--- config.mk ---
export PLATFORM = sky130hd
export DESIGN_NAME = align_chain
export DESIGN_NICKNAME = d
export VERILOG_FILES = /design/src/rtl/align_pkg.sv /design/src/rtl/align_cell.sv /design/src/rtl/align_ctrl.sv /design/src/rtl/align_cluster.sv /design/src/rtl/align_chain.sv
export SDC_FILE = /design/constraint.sdc
export NUM_CORES = 1
export LEC_CHECK = 0
export ABC_AREA = 1
export CORE_MARGIN = 5
export CORE_UTILIZATION = 66
export CTS_CLUSTER_DIAMETER = 120
export CTS_CLUSTER_SIZE = 12
export DETAILED_ROUTE_END_ITERATION = 10
export PLACE_DENSITY_LB_ADDON = 0.08
export SYNTH_ARGS = -nofsm -noshare
export SYNTH_HDL_FRONTEND = slang
export SYNTH_SLANG_ARGS = --single-unit
--- constraint.sdc ---
create_clock -name clk -period 13.6 [get_ports clk]
set_input_delay 1.36 -clock clk [delete_from_list [all_inputs] [get_ports clk]]
set_output_delay 1.36 -clock clk [all_outputs]
set_load 0.03 [all_outputs]
--- src/rtl/align_pkg.sv ---
package align_pkg;

   // What a symbol on the shared channel means at one point of the chain
   typedef enum logic [1:0] {
      FLIT_IDLE  = 2'd0,
      FLIT_QUERY = 2'd1,
      FLIT_DATA  = 2'd2
   } flit_kind_e;

endpackage

--- src/rtl/align_cell.sv ---
module align_cell #(
   parameter int CHAR_W   = 2,
   parameter int SCORE_W  = 14,
   parameter int GAP_W    = 4,
   parameter int MATCH    = 2,
   parameter int MISMATCH = 1
) (
   input  logic                      clk,
   input  logic                      rst_n,
   input  logic                      load_en,
   input  logic                      step,
   input  logic                      seq_first,
   input  logic [CHAR_W-1:0]         char_in,
   input  logic signed [SCORE_W-1:0] left_in,
   input  logic [GAP_W-1:0]          gap,
   output logic signed [SCORE_W-1:0] score_out
);

   localparam logic signed [SCORE_W-1:0] SUB_HIT  = SCORE_W'(MATCH);
   localparam logic signed [SCORE_W-1:0] SUB_MISS = SCORE_W'(-MISMATCH);

   logic [CHAR_W-1:0]         q_r;
   logic signed [SCORE_W-1:0] up_r;
   logic signed [SCORE_W-1:0] diag_r;

   logic signed [SCORE_W-1:0] gap_s;
   logic signed [SCORE_W-1:0] up_eff;
   logic signed [SCORE_W-1:0] diag_eff;
   logic signed [SCORE_W-1:0] cand_diag;
   logic signed [SCORE_W-1:0] cand_up;
   logic signed [SCORE_W-1:0] cand_left;
   logic signed [SCORE_W-1:0] best_a;

   always_comb begin
      gap_s     = $signed({{(SCORE_W-GAP_W){1'b0}}, gap});
      up_eff    = seq_first ? '0 : up_r;
      diag_eff  = seq_first ? '0 : diag_r;
      cand_diag = diag_eff + ((char_in == q_r) ? SUB_HIT : SUB_MISS);
      cand_up   = up_eff - gap_s;
      cand_left = left_in - gap_s;
      best_a    = (cand_diag >= cand_up) ? cand_diag : cand_up;
      score_out = (best_a >= cand_left) ? best_a : cand_left;
   end

   always_ff @(posedge clk or negedge rst_n) begin
      if (!rst_n) begin
         q_r    <= '0;
         up_r   <= '0;
         diag_r <= '0;
      end else begin
         if (load_en) begin
            q_r <= char_in;
         end
         if (step) begin
            up_r   <= score_out;
            diag_r <= left_in;
         end
      end
   end

endmodule

--- src/rtl/align_ctrl.sv ---
module align_ctrl
   import align_pkg::*;
#(
   parameter int CLUSTER = 2
) (
   input  logic               clk,
   input  logic               rst_n,
   input  flit_kind_e         kind,
   input  logic               last,
   output logic [CLUSTER-1:0] load_en,
   output logic               step,
   output logic               seq_first,
   output logic               fwd
);

   localparam int CNT_W = $clog2(CLUSTER + 1);
   localparam logic [CNT_W-1:0] FULL = CNT_W'(CLUSTER);

   logic [CNT_W-1:0] fill_r;
   logic             first_r;
   logic             has_room;

   assign has_room  = (fill_r != FULL);
   assign seq_first = first_r;

   always_comb begin
      for (int i = 0; i < CLUSTER; i++) begin
         load_en[i] = (kind == FLIT_QUERY) && (fill_r == CNT_W'(i));
      end
      step = (kind == FLIT_DATA);
      fwd  = (kind == FLIT_DATA) || ((kind == FLIT_QUERY) && !has_room);
   end

   always_ff @(posedge clk or negedge rst_n) begin
      if (!rst_n) begin
         fill_r  <= '0;
         first_r <= 1'b1;
      end else begin
         unique case (kind)
            FLIT_QUERY: begin
               first_r <= 1'b1;
               if (last)          fill_r <= '0;
               else if (has_room) fill_r <= fill_r + 1'b1;
            end
            FLIT_DATA: begin
               first_r <= last;
            end
            default: ;
         endcase
      end
   end

endmodule

--- src/rtl/align_cluster.sv ---
module align_cluster
   import align_pkg::*;
#(
   parameter int CLUSTER  = 2,
   parameter int CHAR_W   = 2,
   parameter int SCORE_W  = 14,
   parameter int GAP_W    = 4,
   parameter int MATCH    = 2,
   parameter int MISMATCH = 1
) (
   input  logic                      clk,
   input  logic                      rst_n,
   input  flit_kind_e                in_kind,
   input  logic                      in_last,
   input  logic [CHAR_W-1:0]         in_char,
   input  logic signed [SCORE_W-1:0] in_score,
   input  logic [GAP_W-1:0]          gap,
   output flit_kind_e                out_kind,
   output logic                      out_last,
   output logic [CHAR_W-1:0]         out_char,
   output logic signed [SCORE_W-1:0] out_score
);

   logic [CLUSTER-1:0]        load_en;
   logic                      step;
   logic                      seq_first;
   logic                      fwd;
   logic signed [SCORE_W-1:0] link [CLUSTER+1];

   align_ctrl #(.CLUSTER(CLUSTER)) u_ctrl (
      .clk       (clk),
      .rst_n     (rst_n),
      .kind      (in_kind),
      .last      (in_last),
      .load_en   (load_en),
      .step      (step),
      .seq_first (seq_first),
      .fwd       (fwd)
   );

   assign link[0] = in_score;

   for (genvar i = 0; i < CLUSTER; i++) begin : g_cell
      align_cell #(
         .CHAR_W   (CHAR_W),
         .SCORE_W  (SCORE_W),
         .GAP_W    (GAP_W),
         .MATCH    (MATCH),
         .MISMATCH (MISMATCH)
      ) u_cell (
         .clk       (clk),
         .rst_n     (rst_n),
         .load_en   (load_en[i]),
         .step      (step),
         .seq_first (seq_first),
         .char_in   (in_char),
         .left_in   (link[i]),
         .gap       (gap),
         .score_out (link[i+1])
      );
   end

   always_ff @(posedge clk or negedge rst_n) begin
      if (!rst_n) begin
         out_kind  <= FLIT_IDLE;
         out_last  <= 1'b0;
         out_char  <= '0;
         out_score <= '0;
      end else begin
         out_kind  <= fwd ? in_kind : FLIT_IDLE;
         out_last  <= fwd && in_last;
         out_char  <= in_char;
         out_score <= (in_kind == FLIT_DATA) ? link[CLUSTER] : '0;
      end
   end

endmodule

--- src/rtl/align_chain.sv ---
module align_chain
   import align_pkg::*;
#(
   parameter int NUM_PE   = 8,
   parameter int CLUSTER  = 2,
   parameter int CHAR_W   = 2,
   parameter int SCORE_W  = 14,
   parameter int GAP_W    = 4,
   parameter int MATCH    = 2,
   parameter int MISMATCH = 1
) (
   input  logic                      clk,
   input  logic                      rst_n,
   input  logic                      in_valid,
   input  logic                      in_query,
   input  logic                      in_last,
   input  logic [CHAR_W-1:0]         in_char,
   input  logic [GAP_W-1:0]          gap_pen,
   output logic                      out_valid,
   output logic                      out_last,
   output logic signed [SCORE_W-1:0] out_score
);

   localparam int N_CL = NUM_PE / CLUSTER;

   if (CLUSTER < 1 || (NUM_PE % CLUSTER) != 0) begin : g_bad_cluster
      $error("align_chain: NUM_PE must be a positive multiple of CLUSTER");
   end
   if (GAP_W >= SCORE_W) begin : g_bad_gap
      $error("align_chain: GAP_W must be narrower than SCORE_W");
   end
   if (CHAR_W < 1 || MATCH < 1 || MISMATCH < 0) begin : g_bad_cost
      $error("align_chain: symbol width and costs out of range");
   end

   flit_kind_e                kind_c  [N_CL+1];
   logic                      last_c  [N_CL+1];
   logic [CHAR_W-1:0]         char_c  [N_CL+1];
   logic signed [SCORE_W-1:0] score_c [N_CL+1];

   assign kind_c[0]  = !in_valid ? FLIT_IDLE : (in_query ? FLIT_QUERY : FLIT_DATA);
   assign last_c[0]  = in_last;
   assign char_c[0]  = in_char;
   assign score_c[0] = '0;

   for (genvar c = 0; c < N_CL; c++) begin : g_cluster
      align_cluster #(
         .CLUSTER  (CLUSTER),
         .CHAR_W   (CHAR_W),
         .SCORE_W  (SCORE_W),
         .GAP_W    (GAP_W),
         .MATCH    (MATCH),
         .MISMATCH (MISMATCH)
      ) u_cluster (
         .clk       (clk),
         .rst_n     (rst_n),
         .in_kind   (kind_c[c]),
         .in_last   (last_c[c]),
         .in_char   (char_c[c]),
         .in_score  (score_c[c]),
         .gap       (gap_pen),
         .out_kind  (kind_c[c+1]),
         .out_last  (last_c[c+1]),
         .out_char  (char_c[c+1]),
         .out_score (score_c[c+1])
      );
   end

   assign out_valid = (kind_c[N_CL] == FLIT_DATA);
   assign out_last  = out_valid && last_c[N_CL];
   assign out_score = score_c[N_CL];

endmodule

# After elaboration in Yosys (flattened, before gate mapping)
# Index checks and enable logic that the tools add are counted.
[totals] register_bits=256 out_inout_bits=16 in_bits=11
[classes] add_sub_neg=27 n_eq_ne=25 muxes=57 n_reduce_logical=41 order_cmp=16
[op_table] op="$mux W14" count=39
[op_table] op="$ge A14 B14 Y1" count=15
[op_table] op="$sub A14 B5 Y14" count=15
[op_table] op="$add A14 B14 Y14" count=7
[op_table] op="$mux W2" count=14
[op_table] op="$logic_and A1 B1 Y1" count=17
[op_table] op="$eq A2 B1 Y1 const B" count=8
[op_table] op="$eq A2 B2 Y1" count=8
[op_table] op="$reduce_bool A2 Y1" count=8
[op_table] op="$ge A14 B5 Y1" count=1
[op_table] op="$eq A2 B2 Y1 const B" count=5
[op_table] op="$add A2 B1 Y2 const B" count=4
[op_table] op="$logic_not A2 Y1" count=4
[op_table] op="$ne A2 B2 Y1 const B" count=4
[op_table] op="$pmux W1 S2" count=4
[op_table] op="$reduce_and A2 Y1" count=4
[op_table] op="$sub A1 B4 Y5 const A" count=1
[op_table] op="$logic_not A1 Y1" count=4
[op_table] op="$logic_or A1 B1 Y1" count=4

# Depth between registers and ports, before layout
[depth] word_depth=11 ltp_mapped=73 depth_no_buf=69

# By module
# From an unflattened synthesis, not the netlist that was laid out.
[hier_totals] hier_cells=4971 area_unflattened_um2=36027.1
[modules_own_cells] module="align_cell (g_cluster[0].u_cluster.g_cell[0].u_cell ...)" cells_per_inst=576 area_per_inst_um2=4037.6 instances=4
[modules_own_cells] module="align_cell (g_cluster[3].u_cluster.g_cell[0].u_cell)" cells_per_inst=572 area_per_inst_um2=4116.4 instances=1
[modules_own_cells] module="align_cell (g_cluster[2].u_cluster.g_cell[1].u_cell)" cells_per_inst=569 area_per_inst_um2=4058.9 instances=1
[modules_own_cells] module="align_cell (g_cluster[3].u_cluster.g_cell[1].u_cell)" cells_per_inst=577 area_per_inst_um2=4050.1 instances=1
[modules_own_cells] module="align_cell (g_cluster[0].u_cluster.g_cell[1].u_cell)" cells_per_inst=583 area_per_inst_um2=4020.1 instances=1
[modules_own_cells] module="align_cluster" cells_per_inst=56 area_per_inst_um2=654.4 instances=4
[modules_own_cells] module="align_ctrl" cells_per_inst=33 area_per_inst_um2=242.7 instances=4
[modules_own_cells] module="align_chain" cells_per_inst=10 area_per_inst_um2=42.5 instances=1

# Worst setup path before layout
# No wires, ideal clock.
[synth_timing] path_type="input to register" startpoint="input port gap_pen[1]" endpoint="register g_cluster[0].u_cluster.g_cell[1].u_cell.up_r[10]" path_slack_ns=3.405 path_buffers=3 setup_ns=0.118 cell_stages=59 t_arrival_ns=10.077 cell_sequence="inv_1 ha_1 nand2_1 o21ai_0 a211o_1 nor3_1 nand2_1 nor3_1 nand3_1 xnor2_1 ha_1 nand4_1 nor3_1 nand2_1 o211ai_1 xnor2_1 inv_1 nand2_1 (+23 left out) nor3_1 nand3_1 nor3_1 nand3_1 nor2_1 nand2_1 xnor2_1 ha_1 nand2_1 nor4_1 a21oi_1 nand2_1 inv_1 clkbuf_1 o21ai_0 inv_1 nand2_1 nand2_1"
[synth_via] elab_chain_len=8 word_cells_on_any_way=12 classes_between="add/sub (4); order compare (4); mux (4)"
[synth_rtl] element="from (decl)" line_no="align_chain.sv:18" text="input logic [GAP_W-1:0] gap_pen,"
[synth_rtl] element="$sub A14 B5 Y14" line_no="align_cell.sv:39" text="cand_up = up_eff - gap_s;"
[synth_rtl] element="$ge A14 B14 Y1" line_no="align_cell.sv:41" text="best_a = (cand_diag >= cand_up) ? cand_diag : cand_up;"
[synth_rtl] element="$mux W14" line_no="align_cell.sv:41"
[synth_rtl] element="$ge A14 B5 Y1" line_no="align_cell.sv:42" text="score_out = (best_a >= cand_left) ? best_a : cand_left;"
[synth_rtl] element="$mux W14 (*)" line_no="align_cell.sv:42"
[synth_rtl] element="via g_cluster[0].u_cluster.g_cell[0].u_cell.score_out[2]" line_no="align_cell.sv:16" text="output logic signed [SCORE_W-1:0] score_out"
[synth_rtl] element="$sub A14 B5 Y14 (*)" line_no="align_cell.sv:40" text="cand_left = left_in - gap_s;"
[synth_rtl] element="$ge A14 B14 Y1" line_no="align_cell.sv:42"
[synth_rtl] element="$mux W14 (*)" line_no="align_cell.sv:42"
[synth_rtl] element="to (signal assigned)" line_no="align_cell.sv:55" text="up_r <= score_out;"
[synth_rtl] element="to (decl)" line_no="align_cell.sv:23" text="logic signed [SCORE_W-1:0] up_r;"
# The timed path passes the listed nets; every way through them passes the cells marked *.
# A chain may end at the register's enable or synchronous reset.

# Worst setup path in the final report
[layout_timing] startpoint="input port gap_pen[1]" endpoint="register g_cluster[2].u_cluster.g_cell[1].u_cell.up_r[3]"
[layout_via] elab_chain_len=8 word_cells_on_any_way=12 classes_between="add/sub (4); order compare (4); mux (4)"
[layout_rtl] element="$sub A14 B5 Y14" line_no="align_cell.sv:39"
[layout_rtl] element="$ge A14 B14 Y1" line_no="align_cell.sv:41"
[layout_rtl] element="$mux W14" line_no="align_cell.sv:41"
[layout_rtl] element="$ge A14 B14 Y1" line_no="align_cell.sv:42"
[layout_rtl] element="$mux W14 (*)" line_no="align_cell.sv:42"
[layout_rtl] element="via g_cluster[2].u_cluster.g_cell[0].u_cell.score_out[1]" line_no="align_cell.sv:16"
[layout_rtl] element="$sub A14 B5 Y14 (*)" line_no="align_cell.sv:40"
[layout_rtl] element="$ge A14 B14 Y1" line_no="align_cell.sv:42"
[layout_rtl] element="$mux W14 (*)" line_no="align_cell.sv:42"
[layout_rtl] element="to (signal assigned)" line_no="align_cell.sv:55"
[layout_rtl] element="to (decl)" line_no="align_cell.sv:23"
# Marked as above.

==> qor.yml <==
cts.sinks: 256
final-setup-viol-count: 0
viasPerCell: 5.71
cts_tree: "yes"
fp.dieW_um: 210
firstDrtPassIters: 6
remaining_drc_errors: 0
hold_viol_final: 0
nets: 4138
critPathMostFrequentCell: "nand2_1"
cp-end-kind: "flip-flop"
setup-tns-final_ps: 0
ys_async_sr_fraction: 1.00
num_rows: 73
cts-root-buf: "clkbuf_16"
slowest_delay_ps: 540
status: "completed"
io_pins: 27
overflow: 0
core_area_um2: 39700
holdCritPathClass: "flip-flop to flip-flop"
cts_resized: 0
port_buffers: 26
netlist-cell-type-count: 64
finalClockSkew_ps: 17.3
ant_nets: 0
instances_no_fill: 4290
crit_buf_inv: 13
grt_pass1_wl_um: 114000
clock_path_buffers: 3
die-area_um2: 44200
timing.hold.ws_ps: 471
crit_required_ps: 14010
area_delta_synth_final_pct: 5.25
slowest_stage: "inv_1"
maxCapViolations: 0
fin_ws_ps: 1640
fmax_mhz: 83.6
drive_gt1_frac: 0.0475
grt_pass1_vias: 23600
seq_area_frac_synth: 0.242
place_congestion: 0.931
die_y_um: 210
finalMaxSlewViolations: 0
crit_type: "primary input to flip-flop"
initial_core_util: 0.666
synth.cell_area_um2: 26400
cts_setup_buffers: 0
avgSynthCellArea_um2: 7.02
drt-wirelength-per-cell_um: 16.0
dp_cells: 4254
vias: 24500
ys.flop_type: "dfrtp_1"
synth_seq_cells: 256
arrival_ps: 12370
syn_inst: 3765
syn_nets: 4147
crit_path_start_kind: "primary input"
grt_max_degree: 117
track_usage: 0.304
synth_edf_count: 0
antenna_cells: 0
htreeDepth: 1
period_share: 0.879
rsz0062_at_grt: "no"
path_clk_slew_ps: 60
drt_wl_total_um: 68500
cpLargestDelayFamily: "simple AND/OR/NAND/NOR gates"
clock_latency_ps: 560
antenna_found_initial: 0
tightest_slew_ps: 1130
worst_slew_margin_rel: 0.239
cts_inserted_buffers: 25
ys_warn_count: 0
crit_fanout: 25
preCtsSetupSlack_ps: 1320
holdBufCountCts: 0
drt_iter0_markers: 1925
finalWorstPathRequiredPeriod_ps: 11960
dp_hpwl_um: 53200
## synth_stat cells (all sizes together) (5+ instances only)
cell type	count	area share
ha	356	0.17
clkinv	6	0.00085
nor2	256	0.039
nor4	8	0.0019
o21bai	9	0.0026
xnor2	96	0.033
inv	572	0.081
nand3	189	0.039
nand3b	13	0.0037
o21ai	376	0.072
and2	16	0.0039
a31oi	10	0.0024
clkbuf	53	0.0075
nand2	949	0.14
o211ai	16	0.0045
nor3b	7	0.0020
xor2	165	0.055
nor3	47	0.0093
a21o	7	0.0020
a211oi	13	0.0037
o31ai	10	0.0028
dfrtp	252	0.24
nand4	63	0.016
o21a	8	0.0023
or2	20	0.0047
buf	31	0.0075
a21oi	166	0.032
fa	15	0.011
a221oi	5	0.0017
## per-stage QoR
step | instance area (um2) | util
after global placement | 27100 | 0.683
after global routing | 27800 | 0.700
final | 27800 | 0.700
after detailed placement | 27100 | 0.683
after floorplan | 26400 | -
after CTS | 27800 | 0.700
## worst register-to-register path: cells and delay by family (launching register included)
family                     cells  cell delay, ps
and+or+nand+nor               26            4060
AOI/OAI and AO/OA             15            2870
buffers and inverters          6            1610
adders and majority gates      5            1530
DFF                            1             830
xor gates and xnor gates       3             510
## routing by layer
metal  part of all wire  global-route usage  wire [um]
met1               0.45               0.419      31000
met2               0.46               0.513      31700
met3              0.057              0.0350       3890
met4              0.027              0.0801       1870
met5                  0                   0          0
## cell usage in the layout, fill, tap and decap left out, types with 5 or more instances in the layout
| cell type | synthesis | layout |
|---|---|---|
| nand2_1 | 916 | 916 |
| nand4_1 | 59 | 59 |
| o21ai_1 | 16 | 16 |
| or2_2 | 20 | 20 |
| dfrtp_1 | 252 | 252 |
| nor4_1 | 8 | 8 |
| a211oi_1 | 13 | 13 |
| o21ai_0 | 356 | 356 |
| nor2_2 | 12 | 13 |
| buf_4 | 2 | 22 |
| clkbuf_1 | 53 | 8 |
| nand3b_1 | 13 | 13 |
| o21a_1 | 8 | 8 |
| nor3b_1 | 7 | 7 |
| nand2_4 | 8 | 8 |
| clkinv_1 | 6 | 6 |
| inv_1 | 554 | 554 |
| a21o_1 | 7 | 7 |
| nor3_1 | 45 | 45 |
| o211ai_1 | 16 | 16 |
| clkbuf_16 | 0 | 25 |
| o31ai_1 | 10 | 10 |
| a21oi_1 | 163 | 163 |
| ha_1 | 356 | 356 |
| nand2_2 | 25 | 25 |
| and2_1 | 15 | 15 |
| a31oi_1 | 10 | 10 |
| fa_1 | 15 | 15 |
| inv_2 | 18 | 18 |
| clkdlybuf4s50_1 | 0 | 25 |
| nand3_1 | 174 | 174 |
| o21bai_1 | 9 | 9 |
| nor2_1 | 239 | 238 |
| xor2_1 | 164 | 164 |
| nand3_2 | 13 | 13 |
| a221oi_1 | 5 | 5 |
| xnor2_1 | 93 | 93 |
## registers in the layout, indices dropped and copies added (netlist names)
name / count
g_cluster.u_cluster.g_cell.u_cell.diag_r: 42
g_cluster.u_cluster.g_cell.u_cell.q_r: 16
g_cluster.u_cluster.g_cell.u_cell.up_r: 112
g_cluster.u_cluster.out_char: 6
g_cluster.u_cluster.out_kind: 8
g_cluster.u_cluster.out_last: 4
g_cluster.u_cluster.out_score: 56
g_cluster.u_cluster.u_ctrl.fill_r: 8
g_cluster.u_cluster.u_ctrl.seq_first: 4
## area by class of cell
cell class | count | area, um2
multi-input cells | 2847 | 17500
fillers | 3477 | 11900
flip-flops and latches | 256 | 6410
inverters | 578 | 2170
clock buffers | 34 | 669
well taps | 525 | 657
repair buffers | 48 | 430
clock inverters | 2 | 17.5
## path summary, 6_finish.rpt
kind                                                                               end  cells after the start  slack (ps)                                                 from
max in group asynchronous  g_cluster[1].u_cluster.g_cell[0].u_cell.up_r[3]$_DFFE_PN0P_                      3       10330                                                rst_n
min reg2reg                                                                  flip-flop                      2         470                                            flip-flop
min in group asynchronous               g_cluster[3].u_cluster.out_score[12]$_DFF_PN0_                      1         870                                                rst_n
max                        g_cluster[2].u_cluster.g_cell[1].u_cell.up_r[3]$_DFFE_PN0P_                     66        1640                                           gap_pen[1]
max reg2reg                g_cluster[0].u_cluster.g_cell[1].u_cell.up_r[3]$_DFFE_PN0P_                     55        2090  g_cluster[0].u_cluster.u_ctrl.seq_first$_DFFE_PN1P_
min                                                                          flip-flop                      2         470                                            flip-flop
## cell families after synthesis
kind of cell,Yosys count,share of synthesized area
adder cells (fa/ha/maj),371,0.180
buffers and inverters,662,0.0970
flip-flops,256,0.242
AND/OR/NAND/NOR,1572,0.260
XOR/XNOR,261,0.0876
AO/OA/AOI/OAI,643,0.133
Power is not shown: default switching activity piles up to over one toggle a cycle in this logic, so the estimate is an artifact.
